File: config.mk
export PLATFORM = sky130hd
export DESIGN_NAME = bmask_unit
export DESIGN_NICKNAME = d
export VERILOG_FILES = /design/src/rtl/bmask_pkg.sv /design/src/rtl/bmask_bank.sv /design/src/rtl/bmask_prio.sv /design/src/rtl/bmask_unit.sv
export SDC_FILE = /design/constraint.sdc
export NUM_CORES = 1
export LEC_CHECK = 0
export BUFFER_PORTS_ARGS = -buffer_cell sky130_fd_sc_hd__buf_2
export CORE_MARGIN = 1
export CORE_UTILIZATION = 25
export DETAILED_ROUTE_END_ITERATION = 16
export HOLD_SLACK_MARGIN = 0.12
export PLACE_DENSITY = 0.49
export SKIP_CTS_REPAIR_TIMING = 1
export SLEW_MARGIN = 20
export SYNTH_ARGS = -nofsm -noshare
export SYNTH_HDL_FRONTEND = slang
export SYNTH_SLANG_ARGS = --single-unit
File: constraint.sdc
create_clock -name clk -period 6 [get_ports clk]
set_input_delay 0.6 -clock clk [delete_from_list [all_inputs] [get_ports clk]]
set_output_delay 0.6 -clock clk [all_outputs]
set_load 0.02 [all_outputs]
File: src/rtl/bmask_pkg.sv
package bmask_pkg;

    localparam int PRIO_W = 8;
    localparam int BPT_W  = 3;
    localparam int SEL_W  = 5;
    localparam int DATA_W = 32;
    localparam int EXEC_W = PRIO_W + 1;
    localparam int NBANK  = 2;

    localparam logic signed [EXEC_W-1:0] PRIO_FAULT   = -9'sd1;
    localparam logic signed [EXEC_W-1:0] PRIO_MASKED  = 9'sd0;
    localparam logic signed [EXEC_W-1:0] PRIO_NOBOOST = 9'sd255;

    typedef enum logic [SEL_W-1:0] {
        SEL_PMASK = 5'd16,
        SEL_BPRI  = 5'd17,
        SEL_BPMAX = 5'd18,
        SEL_FMASK = 5'd19
    } sel_e;

    typedef struct packed {
        logic [NBANK-1:0]             pmask;
        logic [NBANK-1:0][PRIO_W-1:0] bpri;
        logic                         fmask;
    } mask_state_t;

    function automatic logic [PRIO_W-1:0] group_mask(input logic [BPT_W-1:0] bpt);
        logic [BPT_W:0] sh;
        sh = {1'b0, bpt} + 1'b1;
        return {PRIO_W{1'b1}} << sh;
    endfunction

    function automatic logic bpmax_take(input logic [PRIO_W-1:0] cur,
                                        input logic [PRIO_W-1:0] nxt);
        return (nxt != '0) && ((cur == '0) || (nxt < cur));
    endfunction

endpackage

File: src/rtl/bmask_bank.sv
module bmask_bank
    import bmask_pkg::*;
(
    input  logic              clk,
    input  logic              rst,
    input  logic              sec_i,
    input  logic              wr_en_i,
    input  logic [SEL_W-1:0]  sel_i,
    input  logic [PRIO_W-1:0] wdata_i,
    output mask_state_t       state_o,
    output logic [DATA_W-1:0] rdata_o
);

    logic [NBANK-1:0]             pm_q;
    logic [NBANK-1:0][PRIO_W-1:0] bp_q;
    logic                         fm_q;

    for (genvar b = 0; b < NBANK; b++) begin : g_bank
        localparam logic BSEL = 1'(b);
        logic hit;
        assign hit = wr_en_i && (sec_i == BSEL);

        always_ff @(posedge clk) begin
            if (rst) begin
                pm_q[b] <= 1'b0;
                bp_q[b] <= '0;
            end else if (hit) begin
                if (sel_i == SEL_PMASK)
                    pm_q[b] <= wdata_i[0];
                if (sel_i == SEL_BPRI)
                    bp_q[b] <= wdata_i;
                if (sel_i == SEL_BPMAX && bpmax_take(bp_q[b], wdata_i))
                    bp_q[b] <= wdata_i;
            end
        end

        AST_BANK_ISOLATE: assert property (@(posedge clk) disable iff (rst)
            (wr_en_i && sec_i != BSEL) |=> ($stable(pm_q[b]) && $stable(bp_q[b])));

        AST_BPMAX_NO_RAISE: assert property (@(posedge clk) disable iff (rst)
            (wr_en_i && sel_i == SEL_BPMAX && sec_i == BSEL && bp_q[b] != '0)
            |=> (bp_q[b] <= $past(bp_q[b])));
    end

    always_ff @(posedge clk) begin
        if (rst)
            fm_q <= 1'b0;
        else if (wr_en_i && sel_i == SEL_FMASK)
            fm_q <= wdata_i[0];
    end

    always_comb begin
        rdata_o = '0;
        case (sel_i)
            SEL_PMASK:            rdata_o[0]          = pm_q[sec_i];
            SEL_BPRI, SEL_BPMAX:  rdata_o[PRIO_W-1:0] = bp_q[sec_i];
            SEL_FMASK:            rdata_o[0]          = fm_q;
            default:              rdata_o             = '0;
        endcase
    end

    assign state_o.pmask = pm_q;
    assign state_o.bpri  = bp_q;
    assign state_o.fmask = fm_q;

    AST_FMASK_SHARED: assert property (@(posedge clk) disable iff (rst)
        (wr_en_i && sel_i != SEL_FMASK) |=> $stable(fm_q));

endmodule

File: src/rtl/bmask_prio.sv
module bmask_prio
    import bmask_pkg::*;
(
    input  logic                     clk,
    input  logic                     rst,
    input  logic                     fm_i,
    input  logic                     pm_i,
    input  logic [PRIO_W-1:0]        bp_i,
    input  logic [BPT_W-1:0]         bpt_i,
    output logic signed [EXEC_W-1:0] prio_o,
    output logic                     vld_o
);

    logic signed [EXEC_W-1:0] prio_d;

    always_comb begin
        if (fm_i)
            prio_d = PRIO_FAULT;
        else if (pm_i)
            prio_d = PRIO_MASKED;
        else if (bp_i != '0)
            prio_d = $signed({1'b0, bp_i & group_mask(bpt_i)});
        else
            prio_d = PRIO_NOBOOST;
    end

    always_ff @(posedge clk) begin
        if (rst) begin
            prio_o <= PRIO_NOBOOST;
            vld_o  <= 1'b0;
        end else begin
            prio_o <= prio_d;
            vld_o  <= 1'b1;
        end
    end

    AST_FAULT_TOP: assert property (@(posedge clk) disable iff (rst)
        fm_i |=> (prio_o == PRIO_FAULT));

    AST_PMASK_ZERO: assert property (@(posedge clk) disable iff (rst)
        (!fm_i && pm_i) |=> (prio_o == PRIO_MASKED));

    AST_BPRI_BOUND: assert property (@(posedge clk) disable iff (rst)
        (!fm_i && !pm_i && bp_i != '0)
        |=> (prio_o >= 0 && prio_o <= $signed({1'b0, $past(bp_i)})));

    AST_NOBOOST: assert property (@(posedge clk) disable iff (rst)
        (!fm_i && !pm_i && bp_i == '0) |=> (prio_o == PRIO_NOBOOST));

    AST_VLD_HOLD: assert property (@(posedge clk) disable iff (rst)
        vld_o |=> vld_o);

endmodule

File: src/rtl/bmask_unit.sv
module bmask_unit
    import bmask_pkg::*;
(
    input  logic                     clk,
    input  logic                     rst,
    input  logic                     sec_state,
    input  logic [SEL_W-1:0]         reg_sel,
    input  logic                     wr_en,
    input  logic [DATA_W-1:0]        wr_data,
    output logic [DATA_W-1:0]        rd_data,
    input  logic [BPT_W-1:0]         bin_point,
    output logic signed [EXEC_W-1:0] exec_prio,
    output logic                     exec_prio_vld
);

    mask_state_t st;
    logic        unused_wr_hi;

    assign unused_wr_hi = ^wr_data[DATA_W-1:PRIO_W];

    bmask_bank u_bank (
        .clk     (clk),
        .rst     (rst),
        .sec_i   (sec_state),
        .wr_en_i (wr_en),
        .sel_i   (reg_sel),
        .wdata_i (wr_data[PRIO_W-1:0]),
        .state_o (st),
        .rdata_o (rd_data)
    );

    bmask_prio u_prio (
        .clk    (clk),
        .rst    (rst),
        .fm_i   (st.fmask),
        .pm_i   (st.pmask[sec_state]),
        .bp_i   (st.bpri[sec_state]),
        .bpt_i  (bin_point),
        .prio_o (exec_prio),
        .vld_o  (exec_prio_vld)
    );

endmodule

# ---- Yosys cells after proc, flatten, opt, wreduce, memory -nomap -nowiden
# Index checks and enable logic that the tools add are counted.
# Widths: inputs -> output; s select.
dict set report classes {
  bitwise_logic 2
  n_addsub 1
  n_reduce_logical 21
  n_eq_ne 4
  order_cmp 3
  n_mux 13
  n_shift 1
}
# operator n
set op_table {}
lappend op_table {{$mux 8} 6}
lappend op_table {{$eq 5x5->1 const B} 4}
lappend op_table {{$mux 9} 2}
lappend op_table {{$logic_not 8->1} 2}
lappend op_table {{$lt 8x8->1} 2}
lappend op_table {{$reduce_bool 8->1} 2}
lappend op_table {{$and 8x8->8} 1}
lappend op_table {{$reduce_and 2->1} 4}
lappend op_table {{$shl 8x4->8 const A} 1}
lappend op_table {{$logic_and 1x1->1} 7}
lappend op_table {{$mux 7} 1}
lappend op_table {{$add 3x1->4 const B} 1}
lappend op_table {{$reduce_bool 2->1} 2}
lappend op_table {{$reduce_or 2->1} 2}
lappend op_table {{$mux 1} 3}
lappend op_table {{$pmux 1 s3} 1}
lappend op_table {{$logic_or 1x1->1} 2}
lappend op_table {{$lt 1x2->1 const B} 1}
lappend op_table {{$not 1->1} 1}
dict set report totals {
  ff_bits 29
  out_inout_bits 42
  elab_cells 53
}

# ---- Longest topological paths before layout
# Gate-level depths: netlist of the first run.
dict set report depth {
  depth_word 6
  mapped_depth 7
  ltp_nobuf 7
}

# ---- By module
# A second synthesis of the first run with hierarchy kept.
dict set report hier_totals {
  cells_unflattened 223
  area_unflattened_um2 2103.3
}
# mod seq_area_each_um2 area_each_um2 cells_per_inst instances
set by_module_without_submodules {}
lappend by_module_without_submodules {bmask_bank 380.4 1546.5 170 1}
lappend by_module_without_submodules {bmask_prio 200.2 410.4 43 1}
lappend by_module_without_submodules {bmask_unit 0.0 146.4 10 1}

# ---- Worst setup path after synthesis of the first run
# Ideal clock, no wire load.
dict set report synth_timing {
  path_kind {input to output}
  start {input port sec_state}
  end {output port rd_data[0]}
  path_buffers 1
  arrival_ns 1.661
  path_slack_ns 3.739
  t_required_ns 5.400
  path_stages 6
  cell_sequence {buf_2 mux2_2 nor2_1 a211oi_1 a21oi_1 nor2_1}
}
dict set report synth_via {
  elab_chain_cells 3
  elab_cells_between_ends 5
  classes_between {mux (5)}
}
# element line_no
set synth_rtl {}
lappend synth_rtl {{from (decl)} bmask_unit.sv:6} ;# input logic sec_state,
lappend synth_rtl {{$mux 8 (implied by the code) / $mux 1 (equally long branches) (2 in series)} {bmask_bank.sv:56, bmask_bank.sv:55}}
lappend synth_rtl {{$pmux 1 s3 *} bmask_bank.sv:54} ;# case (sel_i)
lappend synth_rtl {{to (decl)} bmask_unit.sv:10} ;# output logic [DATA_W-1:0] rd_data,
# Every way passes the cells marked *; elsewhere a longest branch is shown, timed or not. The select of a mux whose other input is x is not followed.

# ---- Final worst setup path of the first run
# Same ends and word-level chain as after synthesis.

==> results_dict.tcl, run 1 <==
set metrics [dict create \
    finalHoldViolations 0 \
    pwr-share-comb 0.198 \
    tns_ns 0 \
    critPathArrivalTime_ns 1.84 \
    hp-class "reg2reg" \
    ys_types 44 \
    crit_path_start_kind "input port" \
    critPathKind "in2out" \
    syn_to_final_growth_pct 13.8 \
    drt_iter0_drc 69 \
    fin_crit_ns 2.44 \
    path_cells "buf_2 > mux2_2 > nor2_1 > a211oi_1 > a21oi_1 > nor2_1 > buf_2" \
    routedWlPerCell_um 12.4 \
    crit_slowest_cell "mux2_2" \
    routed_wl_mm 4.84 \
    outcome "complete, no violations" \
    yosys.area.top_type "dfxtp_1" \
    dp_hpwl_mm 3.86 \
    tightest_slew_ns 0.592 \
    worstPathMaxFanout 14 \
    clk_path_buf_depth 2 \
    grt_pass1_wl_mm 7.82 \
    fmax_mhz 410 \
    synth_top_area_frac 0.285 \
    die_h_um 92.2 \
    vias 1732 \
    ys_ff_latch 29 \
    first_pass_iters 4 \
    start_util 0.261 \
    p_int_uw 308 \
    p_switching_uw 139 \
    syn_inst 250 \
    die_w_um 92.2 \
    worst_ep_required_time_ns 5.40 \
    synthTopCellsByArea "dfxtp_1 (29%), ha_1 (11%), mux2i_1 (9.3%), buf_4 (8.9%), inv_1 (5.2%)" \
    hold_slack_ns 0.497 \
    num-fill-cells 856 \
    ys_seq_area_frac 0.285 \
    pre_cts_ws_ns 3.49 \
    placed_area_sq_um 2230 \
    grt_start_max_net_pins 19 \
    clk_pin_slew_ns 0.06 \
    core_area_sq_um 7810 \
    fin_area_sq_um 2320 \
    overflow 0 \
    ys_async_sr_fraction 0 \
    end_kind "output port" \
    max-cap-violations 0 \
    syn_avg_cell_area_sq_um 8.14 \
    io_buffer_count 37 \
    drtAntennaViolNets 0 \
    synth-edff-count 0 \
    power_leakage_uw 0.000996 \
    fin_worst_skew_ns 0.00323 \
    period_share 0.407 \
    max_stage_delay_ns 0.45 \
    cts_buffers 5 \
    power.share.clock 0.353 \
    critPathBufInv 2 \
    drc_errors 0 \
    synth_warnings 0 \
    dieArea_sq_um 8510 \
    rows 32 \
    insertion_delay_ns 0.29 \
    antenna_cells 0 \
    relSlewSlack 0.599 \
    fin_nets 350 \
    top_level_ports 86 \
    ir_drop_v 0.0000600 \
    layout_setup_ws_ns 3.56 \
    grt_usage 0.119 \
    swShare 0.311 \
    synth.cell_area_sq_um 2040 \
    root_buffer "clkbuf_8" \
    seqPwrFrac 0.450 \
    finalMaxSlewViolations 0 \
    grt_pass1_vias 1601 \
    setup_violations 0 \
    rsz0062_at_grt "no" \
    gp_congestion 0.789 \
    antenna_found_initial 0 \
    cts_sinks 29 \
    synthFlopType "dfxtp_1" \
    drt-vias-per-instance 4.43 \
    power.density_nw_per_um2 193 \
    cts_tree "yes" \
    drive_gt1_frac 0.170 \
    cp_top_family "multiplexers" \
    htreeDepth 2 \
]
==> kinds of logic (layout without fill, tap and decap cells) <==
logic type	after synthesis	count (layout)	share of synthesized area
fa+ha+maj	18	18	0.111
compound gates	43	43	0.152
buf+inv	58	74	0.152
mux	20	20	0.0990
other cells	1	24	0.00184
xor+xnor	1	1	0.00430
flops	29	29	0.285
simple gates	80	80	0.195
==> cells in the final DEF (no fill, tap or decap), types with 2 or more instances in the layout <==
cell type,synthesis,layout
a211oi_1,3,3
a21o_1,3,3
a21oi_1,2,2
a31oi_1,3,3
buf_2,2,37
clkbuf_8,0,5
clkinv_2,0,2
conb_1,1,24
dfxtp_1,29,29
ha_1,18,18
inv_1,28,28
mux2i_1,19,19
nand2_1,24,24
nand3_1,2,2
nand4_1,4,4
nor2_1,28,28
nor2b_1,5,5
nor3_1,2,2
nor3b_1,2,2
nor4_1,5,5
o21a_1,2,2
o21ai_0,10,10
o21ai_1,3,3
o22ai_1,8,8
==> stage by stage <==
stage	cells	total power, uW	util
3_5_place_dp	383	294	0.286
4_1_cts	391	452	0.297
5_1_grt	391	476	0.297
6_report	391	447	0.297
2_1_floorplan	273	280	-
3_3_place_gp	383	293	0.286
==> cells in the mapped netlist (all sizes together), types with 2 or more instances <==
master,count
buf,26
o22ai,8
clkbuf,3
ha,18
a31oi,3
nand3,2
nor2b,5
mux2i,19
nand2,24
nor3,2
a211oi,3
nor2,28
a21o,3
dfxtp,29
nand4,4
o21ai,13
a21oi,3
nor3b,3
o21a,2
nor4,5
inv,28
==> area by class of cell <==
type                            count  area [sq um]  area share
Sequential cell                    29           581       0.251
Clock buffer                        6          72.6      0.0313
Tap cell                          102           128      0.0551
Timing Repair Buffer               37           185      0.0800
Clock inverter                      2          10.0     0.00432
Inverter                           29           109      0.0470
Multi-Input combinational cell    186          1230       0.532
==> worst paths after layout <==
check | endpoint | slack (ns) | startpoint | cells after the start
setup / recovery | rd_data[0] | 3.56 | sec_state | 7
hold / removal | u_bank.state_o[18]$_SDFFE_PP0P_ | 0.50 | u_bank.state_o[18]$_SDFFE_PP0P_ | 2
setup reg to reg | u_bank.state_o[9]$_SDFFE_PP0P_ | 3.84 | u_bank.state_o[10]$_SDFFE_PP0P_ | 6
hold reg to reg | u_bank.state_o[18]$_SDFFE_PP0P_ | 0.50 | u_bank.state_o[18]$_SDFFE_PP0P_ | 2
==> tightest hold or removal path, cell delays in order, from the launching register on <==
cell and delay [ns]:
dfxtp_1 0.33, mux2i_1 0.07, nor2_1 0.07
==> per-layer routing <==
layer / up-vias / global-route usage / share of wire
li1: 891 / - / -
met5: - / 0 / 0
met4: 0 / 0.0273 / 0.0074
met1: 785 / 0.157 / 0.49
met3: 4 / 0.0381 / 0.055
met2: 52 / 0.188 / 0.45
==> power by group through the flow <==
stage	clock, uW	combinational (uW)	sequential (uW)
floorplan	0	69.1	211
global placement	0	87.5	205
detailed placement	0	88.8	205
CTS	162	88.9	201
global route	176	99.3	201
finish	157	88.3	201
==> sequential cells by signal, summed over array words and instances, names as in the netlist <==
| signal | flops |
|---|---|
| u_bank.fm_q | 1 |
| u_prio.prio_o | 9 |
| u_bank.state_o | 18 |
| u_prio.vld_o | 1 |
Power figures use the tool's default switching activity.
==> run 2, diff against run 1 <==
Clock period 6 ns to 2.3 ns, I/O delays scaled along.
==> run 2 against run 1 <==
  * Global-route usage shrank 0.38 points
  * Die area unchanged
  * Hold slack worse by 0.26 ns
  * Sequential power increased to 2.6 times the previous value
  * Clock power rose to 2.7 times the previous value
  * Non-clock buffer count up 5
  * Via count decreased by 1.4%
  * Count of clock-buffer cells in the layout up 1
  * Critical path type is now reg2reg
  * Critical endpoint is now u_bank.state_o[7]$_SDFFE_PP0P_
  * Setup slack got worse by 3.4 ns
  * First-iteration DRC count decreased by 51%
  * Final area is 1.8% higher
==> results_dict.tcl, run 2 (synthesized netlist as in run 1, its figures left out) <==
set metrics [dict create \
    fin_util 0.302 \
    setup_violations 0 \
    fin_worst_skew_ns 0.0129 \
    timing.rr.start "u_bank.state_o[6]$_SDFFE_PP0P_" \
    drc_errors 0 \
    antenna_found_initial 0 \
    p_int_uw 834 \
    drtAntennaViolNets 0 \
    whs_endpoint "u_bank.state_o[2]$_SDFFE_PP0P_" \
    layout_setup_ws_ns 0.158 \
    seqPwrFrac 0.444 \
    max-cap-violations 0 \
    grt_pass1_vias 1590 \
    start_util 0.261 \
    dp_cells 388 \
    core_area_sq_um 7810 \
    routedWlPerCell_um 11.9 \
    fin_nets 355 \
    first_pass_iters 4 \
    fin_crit_ns 2.14 \
    relSlewSlack 0.588 \
    power.density_nw_per_um2 500 \
    htreeDepth 2 \
    clk_pin_slew_ns 0.07 \
    dp_hpwl_mm 3.85 \
    io_buffer_count 37 \
    max_stage_delay_ns 0.39 \
    top_level_ports 86 \
    cts_buffers 5 \
    r2r_end "u_bank.state_o[7]$_SDFFE_PP0P_" \
    root_buffer "clkbuf_8" \
    die_w_um 92.2 \
    rsz0062_at_grt "no" \
    clk_path_buf_depth 2 \
    drive_gt1_frac 0.181 \
    grt_usage 0.115 \
    period_share 0.931 \
    rr_worst_depth 7 \
    placed_area_sq_um 2270 \
    cts_tree "yes" \
    finalHoldViolations 0 \
    crit_slowest_cell "dfxtp_1" \
    hp-class "in2reg" \
    grt_start_max_net_pins 19 \
    vias 1707 \
    p_switching_uw 346 \
    final_cell_mix "buf_2 (37), dfxtp_1 (29), inv_1 (28), nor2_1 (28)" \
    swShare 0.293 \
    finalMaxSlewViolations 0 \
    path_cells "inv_1 > ha_1 > a21o_1 > a21o_1 > a221o_1 > a21oi_4 > mux2i_1" \
    final_common_cell "buf_2" \
    min-delay-start "wr_data[1]" \
    power_leakage_uw 0.00102 \
    worst_ep_required_time_ns 2.51 \
    pwr-share-comb 0.197 \
    fin_area_sq_um 2360 \
    power.share.clock 0.359 \
    syn_to_final_growth_pct 15.8 \
    worstPathMaxFanout 8 \
    fmax_mhz 467 \
    outcome "complete, no violations" \
    dieArea_sq_um 8510 \
    critPathArrivalTime_ns 2.35 \
    drt_iter0_drc 34 \
    gp_congestion 0.783 \
    ir_drop_v 0.000188 \
    crit_path_start_kind "register" \
    pre_cts_ws_ns 0.145 \
    cts_sinks 29 \
    tns_ns 0 \
    end_kind "register" \
    rows 32 \
    grt_pass1_wl_mm 7.60 \
    die_h_um 92.2 \
    regToRegSetupSlack_ns 0.16 \
    overflow 0 \
    cp_common_cell "a21o_1" \
    antenna_cells 0 \
    drt-vias-per-instance 4.32 \
    hold_depth 3 \
    largest_register_ffs 18 \
    insertion_delay_ns 0.28 \
    critPathKind "reg2reg" \
    tightest_slew_ns 0.613 \
    routed_wl_mm 4.71 \
    final_cells 395 \
]
## run 2: cell count changes in the layout (fill, tap and decap cells not counted), sizes merged
cell / previous run / this run
clkinv: 3 / 1
buf: 37 / 42
clkbuf: 6 / 7
## run 2: stage by stage
stage	hold slack, ns	total power, uW
detailed placement	0.478	769
CTS	0.232	1200
global placement	0.468	766
floorplan	0.372	730
global route	0.234	1240
finish	0.238	1180
## run 2: worst max path at each step
stage	cells past startpoint	slack [ns]	from	endpoint
after floorplan	7	0.40	u_bank.state_o[6]$_SDFFE_PP0P_	u_bank.state_o[1]$_SDFFE_PP0P_
after global placement	6	0.16	u_bank.state_o[10]$_SDFFE_PP0P_	u_bank.state_o[12]$_SDFFE_PP0P_
after detailed placement	7	0.14	u_bank.state_o[6]$_SDFFE_PP0P_	u_bank.state_o[7]$_SDFFE_PP0P_
after CTS	7	0.13	u_bank.state_o[6]$_SDFFE_PP0P_	u_bank.state_o[7]$_SDFFE_PP0P_
after global routing	6	0.02	u_bank.state_o[10]$_SDFFE_PP0P_	u_bank.state_o[16]$_SDFFE_PP0P_
final	7	0.16	u_bank.state_o[6]$_SDFFE_PP0P_	u_bank.state_o[7]$_SDFFE_PP0P_
## run 2: power groups by stage
stage / Clock (uW) / Sequential [uW] / Combinational, uW
after floorplan: 0 / 550 / 180
after global placement: 0 / 535 / 232
after detailed placement: 0 / 535 / 234
after CTS: 439 / 524 / 235
after global routing: 459 / 525 / 260
final: 423 / 524 / 232
## run 2: layer usage
layer	global-route usage	wire length, um	vias to the layer above
met4	0.0352	43	0
met5	0	0	-
met1	0.148	2320	765
met3	0.0307	206	5
li1	-	-	895
met2	0.187	2140	42
## run 2: worst max-delay path: cells and delay by family (launching register included)
family	cells	cell delay (ns)
AO/OA/AOI/OAI	4	1.11
multiplexers	1	0.22
flip-flops	1	0.39
adder cells (fa/ha/maj)	1	0.29
buffers and inverters	1	0.06
## run 2: area by class of cell
type,instances,area [sq um]
Inverter,29,109
Timing Repair Buffer,42,223
Multi-Input combinational cell,186,1230
Fill cell,851,5450
Tap cell,102,128
Clock buffer,7,86.3
Sequential cell,29,581
==> run 3, diff against run 2 <==
Settings changed: BUFFER_PORTS_ARGS -buffer_cell sky130_fd_sc_hd__buf_2 to -buffer_cell sky130_fd_sc_hd__buf_4.
==> run 3 against run 2 <==
  * Register-to-register slack is essentially flat
  * Sequential power is essentially flat
  * Sequential cell count is the same
  * Hold slack lost 0.061 ns
  * Largest power group unchanged
  * Clock skew shrank 0.0087 ns
==> results_dict.tcl, run 3 (synthesized netlist as in run 1, its figures left out) <==
set metrics [dict create \
    rr_worst_depth 7 \
    grt_pass1_wl_mm 7.91 \
    final_common_cell "buf_4" \
    num-fill-cells 843 \
    cp-startpoint "u_bank.state_o[6]$_SDFFE_PP0P_" \
    critPathArrivalTime_ns 2.36 \
    grt_start_max_net_pins 18 \
    antenna_found_initial 0 \
    worstSetupEndpoint "u_bank.state_o[1]$_SDFFE_PP0P_" \
    setup_violations 0 \
    dieArea_sq_um 8510 \
    syn_to_final_growth_pct 21.5 \
    outcome "complete, no violations" \
    final_cell_mix "buf_4 (43), dfxtp_1 (29), inv_1 (28), nor2_1 (28)" \
    rsz0062_at_grt "no" \
    overflow 0 \
    hp-class "in2reg" \
    multi_input_area_sq_um 1230 \
    grt_pass1_vias 1592 \
    fin_nets 356 \
    drtAntennaViolNets 0 \
    fin_worst_skew_ns 0.00421 \
    cts_tree "yes" \
    gr-usage-met3 0.0398 \
    crit_path_start_kind "register" \
    grt_util_met2 0.201 \
    routedWlPerCell_um 12.2 \
    clk_pin_slew_ns 0.07 \
    period_share 0.930 \
    timing.rr.start "u_bank.state_o[6]$_SDFFE_PP0P_" \
    drc_errors 0 \
    start_util 0.261 \
    clk_path_buf_depth 2 \
    placed_area_sq_um 2350 \
    die_w_um 92.2 \
    ir_drop_v 0.000167 \
    fin_crit_ns 2.14 \
    gp_congestion 0.817 \
    fin_util 0.317 \
    drt_iter0_drc 89 \
    core_area_sq_um 7810 \
    dp_hpwl_mm 3.85 \
    power.density_nw_per_um2 507 \
    io_buffer_count 37 \
    drt-vias-per-instance 4.42 \
    max-cap-violations 0 \
    root_buffer "clkbuf_8" \
    rows 32 \
    worstPathMaxFanout 8 \
    vias 1755 \
    die_h_um 92.2 \
    critPathKind "reg2reg" \
    worst_ep_required_time_ns 2.52 \
    cts_buffers 5 \
    htreeDepth 2 \
    finalMaxSlewViolations 0 \
    drive_gt1_frac 0.190 \
    routed_wl_mm 4.85 \
    finalHoldViolations 0 \
    met1_usage 0.153 \
    largest_register_ffs 18 \
    ff_latch_area_sq_um 581 \
    top_level_ports 86 \
    tightest_slew_ns 0.613 \
    cts_sinks 29 \
    tns_ns 0 \
    insertion_delay_ns 0.29 \
    antenna_cells 0 \
    fmax_mhz 468 \
    r2r_end "u_bank.state_o[1]$_SDFFE_PP0P_" \
    hold_slack_ns 0.177 \
    relSlewSlack 0.585 \
    power_leakage_uw 0.00106 \
    grt.busiest_layer "met2" \
    grt_usage 0.122 \
    first_pass_iters 4 \
    regToRegSetupSlack_ns 0.16 \
    end_kind "register" \
    fin_area_sq_um 2470 \
]
-- run 3: cell types whose count changed in the layout (fill, tap and decap cells not counted), sizes merged --
cell / before / now
buf: 42 / 43
clkinv: 1 / 2
-- run 3: final cells by class --
class / count / share of cell area
Sequential cell: 29 / 0.235
Inverter: 29 / 0.0440
Clock buffer: 7 / 0.0390
Timing Repair Buffer: 43 / 0.131
Tap cell: 102 / 0.0516
Multi-Input combinational cell: 186 / 0.498
Clock inverter: 1 / 0.00202
-- run 3: how the worst min path moves through the flow --
| stage | slack, ns | endpoint | cells past startpoint | startpoint |
|---|---|---|---|---|
| 2_1_floorplan | 0.37 | u_bank.state_o[1]$_SDFFE_PP0P_ | 2 | wr_data[0] |
| 3_3_place_gp | 0.47 | u_bank.state_o[17]$_SDFFE_PP0P_ | 2 | u_bank.state_o[17]$_SDFFE_PP0P_ |
| 3_5_place_dp | 0.48 | u_prio.prio_o[8]$_SDFF_PP0_ | 2 | rst |
| 4_1_cts | 0.18 | u_prio.prio_o[8]$_SDFF_PP0_ | 2 | rst |
| 5_1_grt | 0.18 | u_bank.state_o[18]$_SDFFE_PP0P_ | 2 | rst |
| 6_report | 0.18 | u_prio.prio_o[8]$_SDFF_PP0_ | 2 | rst |
-- run 3: layer usage --
layer / part of all wire / vias to the layer above
li1: - / 901
met1: 0.47 / 796
met2: 0.46 / 52
met3: 0.059 / 6
met4: 0.0099 / 0
met5: 0 / -
-- run 3: metrics by stage --
stage	power (uW)	instances	worst slack [ns]
after floorplan	730	273	0.404
after global placement	782	386	0.126
after detailed placement	784	386	0.134
after CTS	1260	394	0.126
after global routing	1330	397	0.0207
final	1250	397	0.161
-- run 3: power by group --
part	switching, uW	internal [uW]	leakage [uW]
logic	156	98.8	0.000775
clock network	204	270	0.0000542
registers	6.31	518	0.000236
-- run 3: critical path: stages (launching register included) --
cell and delay [ns]:
dfxtp_1 0.40, inv_1 0.06, ha_1 0.29, a21o_1 0.16, a21o_1 0.17, a221o_1 0.39, a21oi_4 0.37, mux2i_1 0.23
